File: src/rtl/hibyte_pkg.sv
package hibyte_pkg;
  localparam int unsigned HB_W = 8;
  typedef logic [HB_W-1:0] hb_byte_t;
  localparam hb_byte_t HB_RESET = '0;
endpackage

File: src/rtl/hibyte_outbound.sv
module hibyte_outbound
  import hibyte_pkg::*;
(
  input  logic     clk,
  input  logic     rst_n,
  input  logic     load_en,
  input  logic     clear_en,
  input  hb_byte_t load_val,
  output hb_byte_t q
);
  always_ff @(posedge clk) begin
    if (!rst_n)        q <= HB_RESET;
    else if (load_en)  q <= load_val;
    else if (clear_en) q <= HB_RESET;
  end

  a_r2_load: assert property (@(posedge clk) disable iff (!rst_n)
    load_en |=> q == $past(load_val));
  a_r8_clear: assert property (@(posedge clk) disable iff (!rst_n)
    (clear_en && !load_en) |=> q == HB_RESET);
  a_r7_hold: assert property (@(posedge clk) disable iff (!rst_n)
    (!clear_en && !load_en) |=> $stable(q));
endmodule

File: src/rtl/hibyte_inbound.sv
module hibyte_inbound
  import hibyte_pkg::*;
(
  input  logic     clk,
  input  logic     rst_n,
  input  logic     strobe,
  input  hb_byte_t bus_in,
  output hb_byte_t q
);
  logic     strobe_q;
  hb_byte_t bus_q;
  logic     ended;

  assign ended = strobe_q && !strobe;

  always_ff @(posedge clk) begin
    if (!rst_n) begin
      strobe_q <= 1'b0;
      bus_q    <= HB_RESET;
      q        <= HB_RESET;
    end else begin
      strobe_q <= strobe;
      bus_q    <= bus_in;
      if (ended) q <= bus_q;
    end
  end

  a_r5_capture: assert property (@(posedge clk) disable iff (!rst_n)
    ($past(strobe) && !strobe && $past(rst_n)) |=> q == $past(bus_in, 2));
  a_r9_hold: assert property (@(posedge clk) disable iff (!rst_n)
    strobe |=> $stable(q));
endmodule

File: src/rtl/hibyte_stage.sv
module hibyte_stage
  import hibyte_pkg::*;
(
  input  logic       clk,
  input  logic       rst_n,
  input  logic       host_sel_out,
  input  logic       host_sel_in,
  input  logic       host_wr,
  input  logic       host_rd,
  input  logic [7:0] host_wdata,
  output logic [7:0] host_rdata,
  input  logic       isa_win_wr,
  input  logic       isa_win_rd,
  input  logic [7:0] isa_hi_in,
  output logic [7:0] isa_hi_out,
  output logic       isa_hi_oe
);
  hb_byte_t out_q, in_q;

  hibyte_outbound u_out (
    .clk      (clk),
    .rst_n    (rst_n),
    .load_en  (host_wr && host_sel_out),
    .clear_en (host_rd && host_sel_out),
    .load_val (host_wdata),
    .q        (out_q)
  );

  hibyte_inbound u_in (
    .clk    (clk),
    .rst_n  (rst_n),
    .strobe (isa_win_rd),
    .bus_in (isa_hi_in),
    .q      (in_q)
  );

  assign isa_hi_oe  = isa_win_wr;
  assign isa_hi_out = isa_win_wr ? out_q : HB_RESET;
  assign host_rdata = (host_rd && host_sel_in) ? in_q : HB_RESET;

  a_r3_drive: assert property (@(posedge clk) disable iff (!rst_n)
    isa_win_wr |-> (isa_hi_oe && isa_hi_out == out_q));
  a_r4_idle: assert property (@(posedge clk) disable iff (!rst_n)
    !isa_hi_oe |-> isa_hi_out == 8'h00);
  a_r6_read: assert property (@(posedge clk) disable iff (!rst_n)
    (host_rd && host_sel_in) |-> host_rdata == in_q);
endmodule

File: config.mk
export PLATFORM = sky130hd
export DESIGN_NAME = hibyte_stage
export DESIGN_NICKNAME = d
export VERILOG_FILES = /design/src/rtl/hibyte_pkg.sv /design/src/rtl/hibyte_outbound.sv /design/src/rtl/hibyte_inbound.sv /design/src/rtl/hibyte_stage.sv
export SDC_FILE = /design/constraint.sdc
export NUM_CORES = 1
export LEC_CHECK = 0
export BUFFER_PORTS_ARGS = -buffer_cell sky130_fd_sc_hd__buf_2
export CELL_PAD_IN_SITES_DETAIL_PLACEMENT = 1
export CELL_PAD_IN_SITES_GLOBAL_PLACEMENT = 1
export CORE_MARGIN = 2
export CORE_UTILIZATION = 30
export CTS_CLUSTER_SIZE = 25
export DETAILED_ROUTE_END_ITERATION = 6
export PLACE_DENSITY = 0.82
export SETUP_SLACK_MARGIN = 0.15
export SYNTH_ARGS = -nofsm -noshare
export SYNTH_HDL_FRONTEND = slang
export SYNTH_SLANG_ARGS = --single-unit
File: constraint.sdc
create_clock -name clk -period 1.2 [get_ports clk]
set_clock_uncertainty 0.2 [all_clocks]
set_input_delay 0.06 -clock clk [delete_from_list [all_inputs] [get_ports clk]]
set_output_delay 0.06 -clock clk [all_outputs]
set_load 0.005 [all_outputs]
# After elaboration in Yosys (flattened, before gate mapping)
# Index checks and enable logic that the tools add are counted.
# classes
mux,4
reduce_logical,6
# op_table
operator,n
two-way mux 8 bit,4
logical AND 1 bit,4
nonzero test 2 bit,1
zero test 1 bit,1
# totals
word_cells,14
inputBits,24
reg_bits,25
output_inout_bits,17

# Logic depth before layout (Yosys ltp)
# depth
depth_word,3
depth_mapped,4
mapped_depth_nobuf,3

# Cells and area by module
# Synthesis repeated with hierarchy kept, for this count alone.
# unflattened
hier_cells,109
area_unflattened_um2,1108.6
# modules_own_cells
mod,area_each_um2,cells_per_inst,seq_area_each_um2,instances
hibyte_inbound,604.3,55,340.3,1
hibyte_outbound,382.9,35,160.2,1
hibyte_stage,121.4,19,0.0,1

# Worst setup path before layout
# No wires, ideal clock.
# synth_timing
path_kind,reg2reg
from,register u_in.strobe_q
to,register u_in.q[0]
path_buffers,1
slack_ns,0.113
arrival_time_ns,0.771
required_time_ns,0.884
path_stages_with_launch,5
synth_period_minus_slack_ns,1.087
setup_ns,0.116
cell_sequence,dfxtp_1 nor2b_4 buf_8 mux2i_1 nor2b_1
# synth_between
elab_chain_cells,1
# synth_rtl
item,line,source
"start, declared",hibyte_inbound.sv:10,logic strobe_q;
"start signal, assigned",hibyte_inbound.sv:22,strobe_q <= strobe;
logical AND 1 bit,hibyte_inbound.sv:14,assign ended = strobe_q && !strobe;
"end signal, assigned",hibyte_inbound.sv:24,if (ended) q <= bus_q;
"end, declared",hibyte_inbound.sv:8,output hb_byte_t q
# Every way passes these cells.
# A chain may end at the register's enable or synchronous reset.

# Worst setup path in the final report
# layout_timing
from,register u_in.strobe_q
to,register u_in.q[5]
# Same word-level chain as after synthesis.

==> run metrics <==
die height=60.9 microns; Least-Margin Pin Slew=0.480 ns; worst hold start=host_sel_out; clock latency on the worst-skew pair=0.32 ns; mean area per synthesized cell=9.92 sq um; Placement Cell Area=1190 sq um; Avg Vias per Cell=4.26; met2 WL=1600 microns; CP endpoint kind=flop; Post-Route WL=2780 microns; post-synthesis register bit count=25; design area=1570 sq um; Initial Util=31.6%; failing checks=negative hold slack, negative setup slack; worst-path fanout max=4; fmax=815 MHz; PD cells=936 nW/um^2; WP data arrival=1.25 ns; die footprint=3710 sq um; Iter 0 DRT Violations=12; antenna violations before repair=0; Hold Path Class=in -> reg; Slew Limit Fails=0; CP startpoint kind=flop; R2R Setup Slk=-0.03 ns; routed vias=887; # port buffers=40; DR WL/cell=13.4 microns; FP Rows=20; Met3 Wirelength=105 microns; synth unique cells=14; total track usage=16.2%; vias in the first global route=966; HPWL after DPL=1760 microns; fin crit period=1.23 ns; yosys warns=0; Clock Path Buffers=2; core area=3080 sq um; largest net degree at the start of global routing=34; CTS root buf=clkbuf_4; Worst VDD drop=0.455 mV; synthesized net count=122; htree depth=1; Cell Area, Synth=972 sq um; TritonCTS Buffers=3; clk sink count=25; Final Setup Violations=4; status=finished, violations left; RSZ-0062 raised after global routing=yes; Layout area overhead=61.5%; main area contributors after synthesis=dfxtp_1 (51%), and2_1 (10%), mux2i_1 (8.2%), and3_1 (5.1%), nor2b_1 (5.1%); final worst slack=-0.0268 ns; Congestion Overflow GR=0; DIE WIDTH=60.9 microns; antenna cells=0; CP required=1.22 ns; Yosys top cell area share=51.5%; antenna-violating nets left=0; max cap viols=0; TritonCTS clock tree=yes; IO Pins=41; post-layout util=51.0%; top sig layer=met4; Hold Worst Slack=-0.0763 ns; Tcrit/Tclk final=102%; crit path launch=u_in.strobe_q$_SDFF_PN0_; fraction of layout cells with a size suffix above 1=50.6%; gpl congestion=0.664; met1 wire length=1050 microns; First-pass DRT Iterations=3; nets@finish=189; worst slew margin relative to its limit=68.0%; post-synthesis sequential area ratio=51.5%; Synth area leader=dfxtp_1; clk slew on worst S/H paths=0.13 ns; reg2reg start=u_in.strobe_q$_SDFF_PN0_; Hold-fix buffers, CTS=17; Setup WS pre-CTS=-0.0695 ns; leakage=0.724 nW; Synth Instances=98; # DRC=0; kind of critical path=reg -> reg; first-pass GRT wire length=4280 microns; Fin. Hold Viols=8
==> power by group <==
group	switching [mW]	internal, mW
registers	0.0144	0.867
clock network	0.247	0.125
logic	0.0874	0.130
==> per-stage QoR <==
stage	setup TNS (ns)	std cells	total power, mW
floorplan	0	98	0.966
global placement	0	177	1.03
detailed placement	-0.296	177	1.04
CTS	0	206	1.48
global route	-0.571	208	1.55
finish	-0.0639	208	1.47
==> worst paths after layout <==
check,endpoint,cells past startpoint
min,u_out.q[5]$_SDFFE_PN0P_,4
max,u_in.q[5]$_SDFFE_PN0P_,4
min reg2reg,u_out.q[5]$_SDFFE_PN0P_,2
max reg2reg,u_in.q[5]$_SDFFE_PN0P_,4
==> area by class of cell <==
| class | count | area, sq um |
|---|---|---|
| multi-input cells | 68 | 457 |
| well taps | 44 | 55.1 |
| fillers | 380 | 1510 |
| clock inverters | 1 | 5.00 |
| flip-flops and latches | 25 | 522 |
| repair buffers | 67 | 509 |
| clock buffers | 3 | 22.5 |
==> worst max-delay path, cell delays in order (launching register included) <==
cell,delay [ns]
dfxtp_2,0.34
nor2b_4,0.18
buf_6,0.14
mux2i_1,0.19
nor2b_1,0.07
==> layer usage <==
| layer | GRT usage [%] | vias up |
|---|---|---|
| met5 | 0 | - |
| met1 | 17.1 | 404 |
| met2 | 31.8 | 26 |
| met4 | 5.59 | 0 |
| li1 | - | 454 |
| met3 | 2.77 | 3 |
==> registers in the layout (all words and copies together), names as in the netlist <==
signal,count
u_in.q,8
u_in.bus_q,8
u_in.strobe_q,1
u_out.q,8
==> layout by cell type, fill, tap and decap left out <==
cell type	n
and2_1	8
and2_2	1
and2_4	8
and3_1	7
and3_4	1
buf_2	31
buf_4	8
buf_6	11
clkbuf_4	3
clkinv_2	1
dfxtp_1	8
dfxtp_2	17
dlygate4sd3_1	17
mux2i_1	8
nand2_1	9
nand3_1	8
nor2b_1	8
nor2b_4	1
o21ai_0	8
o21ai_4	1
==> cells in the mapped netlist <==
cell,number
and2_1,16
and2_2,1
and3_1,8
buf_2,2
buf_4,2
buf_8,1
dfxtp_1,25
mux2i_1,8
nand2_1,9
nand3_1,8
nor2b_1,8
nor2b_4,1
o21ai_0,8
o21ai_4,1
==> what timing repair did <==
action | CTS | global route
setup endpoints to repair | 24 | 24
gates resized for setup | 25 | 12
cloned | 0 | 0
endpoints found under the hold margin | 17 | 8
setup buffers | 8 | 2
==> kinds of logic (layout without fill, tap and decap cells) <==
group / Yosys count / in the layout / share of synthesized area, %
buffers and inverters: 5 / 71 / 4.12
muxes: 8 / 8 / 8.24
and+or+nand+nor: 51 / 51 / 30.4
DFF: 25 / 25 / 51.5
AOI/OAI and AO/OA: 9 / 9 / 5.79
Power figures use the tool's default switching activity.
